File: src/rtl/uirq_pkg.sv
package uirq_pkg;

    typedef enum logic [2:0] {
        ID_MODEM  = 3'b000,
        ID_TXEMPT = 3'b001,
        ID_RXDATA = 3'b010,
        ID_LINE   = 3'b011,
        ID_RXTMO  = 3'b110
    } irq_id_e;

    // Latched event sources (index into generated flag array)
    localparam int FLG_LINE  = 0;
    localparam int FLG_TMO   = 1;
    localparam int FLG_TXE   = 2;
    localparam int FLG_MODEM = 3;
    localparam int N_FLAGS   = 4;

    // Enable bit positions
    localparam int EN_LINE  = 0;
    localparam int EN_RX    = 1;
    localparam int EN_TXE   = 2;
    localparam int EN_MODEM = 3;

    typedef struct packed {
        logic modem;
        logic txe;
        logic tmo;
        logic rxd;
        logic line;
    } src_vec_t;

    // Receive trigger threshold in bytes for a depth selection and code
    function automatic int unsigned trig_bytes(input logic [1:0] depth,
                                               input logic [1:0] code);
        int unsigned lvl;
        lvl = 1;
        case (depth)
            2'd0: case (code)
                      2'd1: lvl = 4;
                      2'd2: lvl = 8;
                      2'd3: lvl = 14;
                      default: lvl = 1;
                  endcase
            2'd1: case (code)
                      2'd1: lvl = 16;
                      2'd2: lvl = 32;
                      2'd3: lvl = 56;
                      default: lvl = 1;
                  endcase
            2'd2: case (code)
                      2'd1: lvl = 32;
                      2'd2: lvl = 64;
                      2'd3: lvl = 128;
                      default: lvl = 1;
                  endcase
            default: case (code)
                      2'd1: lvl = 64;
                      2'd2: lvl = 128;
                      2'd3: lvl = 256;
                      default: lvl = 1;
                  endcase
        endcase
        return lvl;
    endfunction

endpackage

File: src/rtl/uirq_evt_flag.sv
module uirq_evt_flag (
    input  logic clk,
    input  logic rst,
    input  logic set_i,
    input  logic clr_i,
    output logic flag_o
);
    always_ff @(posedge clk) begin
        if (rst)
            flag_o <= 1'b0;
        else if (set_i)
            flag_o <= 1'b1;
        else if (clr_i)
            flag_o <= 1'b0;
    end
endmodule

File: src/rtl/uirq_trig_decode.sv
module uirq_trig_decode #(
    parameter int CNT_W = 11
) (
    input  logic [1:0]       depth_sel,
    input  logic [1:0]       trig_sel,
    input  logic [CNT_W-1:0] rx_count,
    output logic             at_level_o
);
    import uirq_pkg::*;

    localparam int CMP_W = (CNT_W > 16) ? CNT_W : 16;

    logic [CMP_W-1:0] level;
    logic [CMP_W-1:0] count_ext;

    always_comb begin
        level      = CMP_W'(trig_bytes(depth_sel, trig_sel));
        count_ext  = CMP_W'(rx_count);
        at_level_o = (count_ext >= level);
    end
endmodule

File: src/rtl/uirq_prio_enc.sv
module uirq_prio_enc (
    input  uirq_pkg::src_vec_t pend_i,
    output uirq_pkg::irq_id_e  id_o,
    output logic               any_o
);
    import uirq_pkg::*;

    always_comb begin
        any_o = |pend_i;
        if (pend_i.line)
            id_o = ID_LINE;
        else if (pend_i.rxd)
            id_o = ID_RXDATA;
        else if (pend_i.tmo)
            id_o = ID_RXTMO;
        else if (pend_i.txe)
            id_o = ID_TXEMPT;
        else
            id_o = ID_MODEM;
    end
endmodule

File: src/rtl/uart_irq_ident.sv
module uart_irq_ident #(
    parameter int CNT_W = 11
) (
    input  logic             clk,
    input  logic             rst,
    input  logic [3:0]       src_en,
    input  logic [1:0]       depth_sel,
    input  logic [1:0]       trig_sel,
    input  logic [CNT_W-1:0] rx_count,
    input  logic             line_err_evt,
    input  logic             rx_tmo_evt,
    input  logic             tx_empty_evt,
    input  logic             modem_evt,
    input  logic             lsr_rd,
    input  logic             rbr_rd,
    input  logic             iir_rd,
    input  logic             msr_rd,
    input  logic             thr_wr,
    output logic [3:0]       iir_o,
    output logic             irq_o
);
    import uirq_pkg::*;

    logic [N_FLAGS-1:0] flg_set;
    logic [N_FLAGS-1:0] flg_clr;
    logic [N_FLAGS-1:0] flg_q;
    logic               rx_at_level;
    logic               rxd_q;
    src_vec_t           masked;
    irq_id_e            cur_id;
    logic               cur_any;
    logic               txe_ack;

    // Transmit-empty acknowledge: identification read while it is reported
    assign txe_ack = iir_rd && cur_any && (cur_id == ID_TXEMPT);

    always_comb begin
        flg_set            = '0;
        flg_clr            = '0;
        flg_set[FLG_LINE]  = line_err_evt;
        flg_clr[FLG_LINE]  = lsr_rd;
        flg_set[FLG_TMO]   = rx_tmo_evt;
        flg_clr[FLG_TMO]   = rbr_rd;
        flg_set[FLG_TXE]   = tx_empty_evt;
        flg_clr[FLG_TXE]   = thr_wr | txe_ack;
        flg_set[FLG_MODEM] = modem_evt;
        flg_clr[FLG_MODEM] = msr_rd;
    end

    for (genvar g = 0; g < N_FLAGS; g++) begin : g_flag
        uirq_evt_flag u_flag (
            .clk    (clk),
            .rst    (rst),
            .set_i  (flg_set[g]),
            .clr_i  (flg_clr[g]),
            .flag_o (flg_q[g])
        );
    end

    uirq_trig_decode #(.CNT_W(CNT_W)) u_trig (
        .depth_sel  (depth_sel),
        .trig_sel   (trig_sel),
        .rx_count   (rx_count),
        .at_level_o (rx_at_level)
    );

    // Data-available follows the fill level; a buffer read drops it for a cycle
    always_ff @(posedge clk) begin
        if (rst)
            rxd_q <= 1'b0;
        else
            rxd_q <= rx_at_level & ~rbr_rd;
    end

    always_comb begin
        masked.line  = flg_q[FLG_LINE]  & src_en[EN_LINE];
        masked.rxd   = rxd_q            & src_en[EN_RX];
        masked.tmo   = flg_q[FLG_TMO]   & src_en[EN_RX];
        masked.txe   = flg_q[FLG_TXE]   & src_en[EN_TXE];
        masked.modem = flg_q[FLG_MODEM] & src_en[EN_MODEM];
    end

    uirq_prio_enc u_enc (
        .pend_i (masked),
        .id_o   (cur_id),
        .any_o  (cur_any)
    );

    always_comb begin
        iir_o = cur_any ? {cur_id, 1'b0} : 4'b0001;
        irq_o = |{masked.line, masked.rxd, masked.tmo, masked.txe, masked.modem};
    end
endmodule

File: config.mk
export PLATFORM = sky130hd
export DESIGN_NAME = uart_irq_ident
export DESIGN_NICKNAME = d
export VERILOG_FILES = /design/src/rtl/uirq_pkg.sv /design/src/rtl/uirq_evt_flag.sv /design/src/rtl/uirq_trig_decode.sv /design/src/rtl/uirq_prio_enc.sv /design/src/rtl/uart_irq_ident.sv
export SDC_FILE = /design/constraint.sdc
export NUM_CORES = 1
export LEC_CHECK = 0
export BUFFER_PORTS_ARGS = -buffer_cell sky130_fd_sc_hd__clkbuf_2
export CORE_MARGIN = 4
export CORE_UTILIZATION = 36
export DETAILED_ROUTE_END_ITERATION = 12
export GPL_ROUTABILITY_DRIVEN = 0
export PLACE_DENSITY = 0.82
export SLEW_MARGIN = 20
export SYNTH_ARGS = -nofsm -noshare
export SYNTH_HDL_FRONTEND = slang
export SYNTH_SLANG_ARGS = --single-unit
File: constraint.sdc
create_clock -name clk -period 1.3 [get_ports clk]
set_input_delay 0.065 -clock clk [delete_from_list [all_inputs] [get_ports clk]]
set_output_delay 0.065 -clock clk [all_outputs]
set_load 0.02 [all_outputs]
# Word level (Yosys, flattened, before mapping)

Index checks and enable logic that the tools add are counted.

Logic and storage cells: 46
Register bits: 5
Output and inout port bits: 5
Input port bits: 30

Bitwise gates (word level): 8
$lt $le $gt $ge: 1
Mux-type cells: 18
Eq/ne operators: 6
Reduce and logical (&&, ||, !) cells: 8

Operator list:

| operator                                                         | count |
|---|---|
| 16-bit case mux with 3 select lines                              | 1 |
| 9-bit case mux with 3 select lines                               | 1 |
| 8-bit case mux with 3 select lines                               | 1 |
| 6-bit case mux with 3 select lines                               | 1 |
| 11-bit by 16-bit greater-or-equal comparator with 1-bit output   | 1 |
| 4-bit case mux with 3 select lines                               | 1 |
| 1-bit 2-to-1 mux                                                 | 9 |
| 3-bit 2-to-1 mux                                                 | 3 |
| 2-bit nonzero test                                               | 4 |
| 1-bit bitwise AND                                                | 6 |
| 2-bit == test (second input constant)                            | 3 |
| 5-bit OR reduction                                               | 1 |
| 2-bit by 1-bit == test with 1-bit output (second input constant) | 2 |
| 4-bit 2-to-1 mux                                                 | 1 |
| 3-bit by 1-bit == test with 1-bit output (second input constant) | 1 |
| 1-bit logical AND                                                | 2 |
| 2-bit zero test                                                  | 1 |
| 1-bit inverter                                                   | 1 |
| 1-bit bitwise OR                                                 | 1 |

# Logic depth before layout (Yosys ltp)

Depth in word-level cells: 10
Gate-level depth with buffers: 9

# Cells and area by module

A second synthesis with hierarchy kept.

Cells, all modules: 74
Area total of the unflattened synthesis: 596.8 sq um

By module, submodules not included:

| module           | instances | cells an instance | area an instance (sq um) | seq. area each (sq um) |
|---|---|---|---|---|
| uirq_trig_decode | 1         | 38                | 295.3                    | 0.0 |
| uirq_evt_flag    | 4         | 4                 | 38.8                     | 20.0 |
| uart_irq_ident   | 1         | 15                | 110.1                    | 20.0 |
| uirq_prio_enc    | 1         | 5                 | 36.3                     | 0.0 |

# Least setup slack after synthesis

No wires, ideal clock.

Path kind: input -> register
Start point: input port trig_sel[0]
End point: register rxd_q
Setup time: 115 ps
Setup slack: -12 ps
Cell stages on the path: 8
Data arrival time: 1197 ps
Cells stage by stage: buf_2 > nand2_1 > nor3_1 > a21oi_1 > ha_1 > a211oi_1 > o21ai_0 > o21a_1

Cells in the longest elaborated chain, start to end: 5
Elaborated cells on any way between the ends: 10

RTL lines:

| item                                                                      | RTL line               | RTL |
|---|---|---|
| from (decl)                                                               | uart_irq_ident.sv:8    | `input logic [1:0] trig_sel,` |
| 2-bit == test or 2-bit by 1-bit == test with 1-bit output (tied branches) | --                     |  |
| 9-bit case mux with 3 select lines, or another cell as far along          | uirq_pkg.sv:56         | `default: case (code)` |
| 16-bit case mux with 3 select lines *                                     | uirq_pkg.sv:37         | `case (depth)` |
| 11-bit by 16-bit greater-or-equal comparator with 1-bit output *          | uirq_trig_decode.sv:19 | `at_level_o = (count_ext >= level);` |
| 1-bit bitwise AND *                                                       | uart_irq_ident.sv:72   | `rxd_q <= rx_at_level & ~rbr_rd;` |
| to (signal assigned)                                                      | uart_irq_ident.sv:72   |  |
| to (decl)                                                                 | uart_irq_ident.sv:28   | `logic rxd_q;` |

Mark *: on every way between the ends. The rest lies on a longest branch, timed or not.
A chain may end at the register's enable or synchronous reset.

# Final worst setup path

Start point: register rxd_q
End point: output port iir_o[0]

Cells in the longest elaborated chain, start to end: 3

RTL lines:

| item               | RTL line             | RTL |
|---|---|---|
| 1-bit bitwise AND  | uart_irq_ident.sv:77 | `masked.rxd = rxd_q & src_en[EN_RX];` |
| 5-bit OR reduction | uirq_prio_enc.sv:9   | `any_o = \|pend_i;` |
| 4-bit 2-to-1 mux   | uart_irq_ident.sv:90 | `iir_o = cur_any ? {cur_id, 1'b0} : 4'b0001;` |
| to (decl)          | uart_irq_ident.sv:19 | `output logic [3:0] iir_o,` |

Every way passes these cells.

==> run_results.csv <==
group,metric,value,unit
global_route,grt_pass1_wl,2.17,mm
worst_setup_path,path_max_fanout,2,
global_route,track_usage,14.2,%
synth,syn_nets,110,
worst_setup_path,r2r_slack,280,ps
synth,synth_top_family_by_area,"simple AND/OR/NAND/NOR gates",
placement,placed_cell_area,723,um2
power,p_total,0.563,mW
timing,rsz0062_at_grt,"yes",
synth,ys.flop_type,"dfxtp_1",
placement,numPortBuffers,34,
timing,slew_headroom,84.3,%
final_layout,diodes,0,
worst_setup_path,start_kind,"register",
drt,dr.pass1.iters,4,
drt,post_drt_wl_per_cell,10.8,um
clock_tree,clockBufferDepth,2,
drt,vias,640,
clock_tree,cts_buffers,3,
synth,synth_xor_area_share,1.70,%
clock_tree,path_clk_slew,40,ps
worst_setup_path,path_class,"register to output pin",
run_status,violations,"negative setup slack",
timing,finalHoldViolCount,0,
synth,yosys.cell_count.top_type,"ha_1",
clock_tree,worstSkewPairLatency,240,ps
timing,min_period_over_period,102,%
synth,ys_top_cells_by_count,"9 x ha_1, 8 x inv_1, 7 x nor2_1",
synth,synth_compound_area_share,19.2,%
synth,synthAdderAreaFrac,21.9,%
synth,ys_ff_latch,5,
placement,dpl.hpwl,1.17,mm
drt,vias_per_cell,5.00,
synth,yosys.area.top_type,"ha_1",
timing,layout_min_cycle_time,1320,ps
clock_tree,cts_tree,"built",
power,p_leak,0.423,nW
run_status,outcome,"complete, but fails checks",
synth,avgSynthCellArea,7.24,um2
final_layout,final_nets,153,
timing,tns,-24.4,ps
synth,syn-cell-area,514,um2
drt,drc,0,
synth,synthArstFlopShare,0,%
die,fp.dieH,45.8,um
timing,setup_viol,1,
final_layout,seqCellArea,101,um2
placement,dp.cells,122,
global_route,grt_pass1_vias,649,
synth,synth.area.mux_share,0,%
clock_tree,cts.sinks,5,
timing,worst_hold_slack,39.7,ps
timing,worst_slack,-24.4,ps
worst_setup_path,end_kind,"output pin",
final_layout,fill_cells,127,
global_route,antenna_found_initial,0,
synth,synth_edf_count,0,
global_route,grt_start_max_net_pins,10,
clock_tree,cts_max_level,1,
worst_setup_path,arrival,1260,ps
clock_tree,cts-root-buf,"clkbuf_4",
final_layout,post_layout_nonfiller_instances,128,
die,boundaryPins,35,
die,die_area,0.00210,mm2
drt,drt_wl_total,1.38,mm
final_layout,stdcell_area,800,um2
run,maxCapViolations,0,
timing,slew_violations,0,
die,rows,13,
synth,synthTopCellsByArea,"ha_1 22%, dfxtp_1 19%, inv_1 5.8%",
final_layout,layout-drive-gt1-share,44.2,%
worst_setup_path,required,1240,ps
final_layout,syn_to_final_growth,55.5,%
timing,clock_skew,1.28,ps
synth,synthSimpleGateAreaFrac,29.9,%
timing,tightest_slew,233,ps
synth,syn_inst,71,
timing,max_freq,755,MHz
power,ir_worst_vdd,314,uV
final_layout,multi_input_area,393,um2
die,core_area,0.00132,mm2
global_route,grt-ovfl-total,0,
power,p_per_area,704,mW/mm2
synth,ys_seq_area_share,19.5,%
die,start_util,39.0,%
die,die_x,45.8,um
synth,ys_types,25,
synth,ys_warn_count,0,
drt,first_iter_violations,5,
worst_hold_path,hold_class,"primary input to register",
drt,drtAntennaViolNets,0,
synth,synth_top_area_share,21.9,%
[critical path, stage by stage, from the launching register on]
cell      delay, ps
dfxtp_2         320
o21ai_2         150
nand2_2          70
a221o_1         270
inv_1            70
clkbuf_8        140
[cell families (layout without fill, tap and decap cells)]
kind of cell | count (synthesis) | after routing
buf+inv | 10 | 52
xor+xnor | 1 | 1
flops | 5 | 5
compound gates | 16 | 16
simple gates | 30 | 30
fa+ha+maj | 9 | 9
[flip-flops by register name, summed over array words and instances, names as in the netlist]
signal / count
g_flag.u_flag.flag_o: 4
rxd_q: 1
[power by group]
| group | leakage (nW) | switching, mW | internal [mW] | total [mW] |
|---|---|---|---|---|
| Clock | 0.0150 | 0.0565 | 0.116 | 0.172 |
| Combinational | 0.365 | 0.107 | 0.112 | 0.219 |
| Sequential | 0.0420 | 0.00665 | 0.165 | 0.171 |
[layer usage]
metal | global-route usage, % | vias to the layer above | wire, um
li1 | - | 338 | -
met1 | 12.2 | 275 | 511
met2 | 29.2 | 27 | 720
met3 | 4.35 | 0 | 147
met4 | 5.11 | 0 | 0
met5 | 0 | - | 0
[placed cells by master (no fill, tap or decap), drive strengths merged]
cell	n
o211ai	1
nor4	2
inv	8
nand4	3
nand3b	2
nor3	2
clkbuf	35
ha	9
xor2	1
dfxtp	5
nand3	3
o21ai	6
nand4b	1
a211oi	1
nor2	7
nand2	7
and3	1
nor2b	2
buf	9
a31oi	2
a221o	1
a21oi	4
o21a	1
[through the flow]
stage | utilization [%] | worst slack [ps]
finish | 60.7 | -24.4
global route | 60.7 | -91.1
CTS | 59.4 | -28.2
detailed placement | 54.9 | -141
global placement | 54.9 | -79.4
floorplan | - | 24.7
[timing repair]
| action | in CTS | in global routing |
|---|---|---|
| pin swaps | 1 | 1 |
| setup endpoints to repair | 2 | 4 |
| hold buffers | 0 | 0 |
| buffers inserted | 3 | 0 |
| gates resized for setup | 3 | 9 |
[final cells by class]
| type | count | share of cell area (%) |
|---|---|---|
| clock buffer | 4 | 3.29 |
| sequential | 5 | 12.7 |
| inverter | 8 | 3.76 |
| multi-input combinational | 56 | 49.1 |
| timing repair buffer | 40 | 28.8 |
| tap | 15 | 2.35 |
[final timing paths]
kind / from / to / cells past startpoint
worst min register to register: g_flag[0].u_flag.flag_o$_SDFFE_PP0P_ / g_flag[0].u_flag.flag_o$_SDFFE_PP0P_ / 2
worst max register to register: rxd_q$_SDFF_PP0_ / g_flag[2].u_flag.flag_o$_SDFFE_PP0P_ / 5
worst max-delay path: rxd_q$_SDFF_PP0_ / iir_o[0] / 5
worst min-delay path: modem_evt / g_flag[3].u_flag.flag_o$_SDFFE_PP0P_ / 3
(Power assumes the default switching activity.)
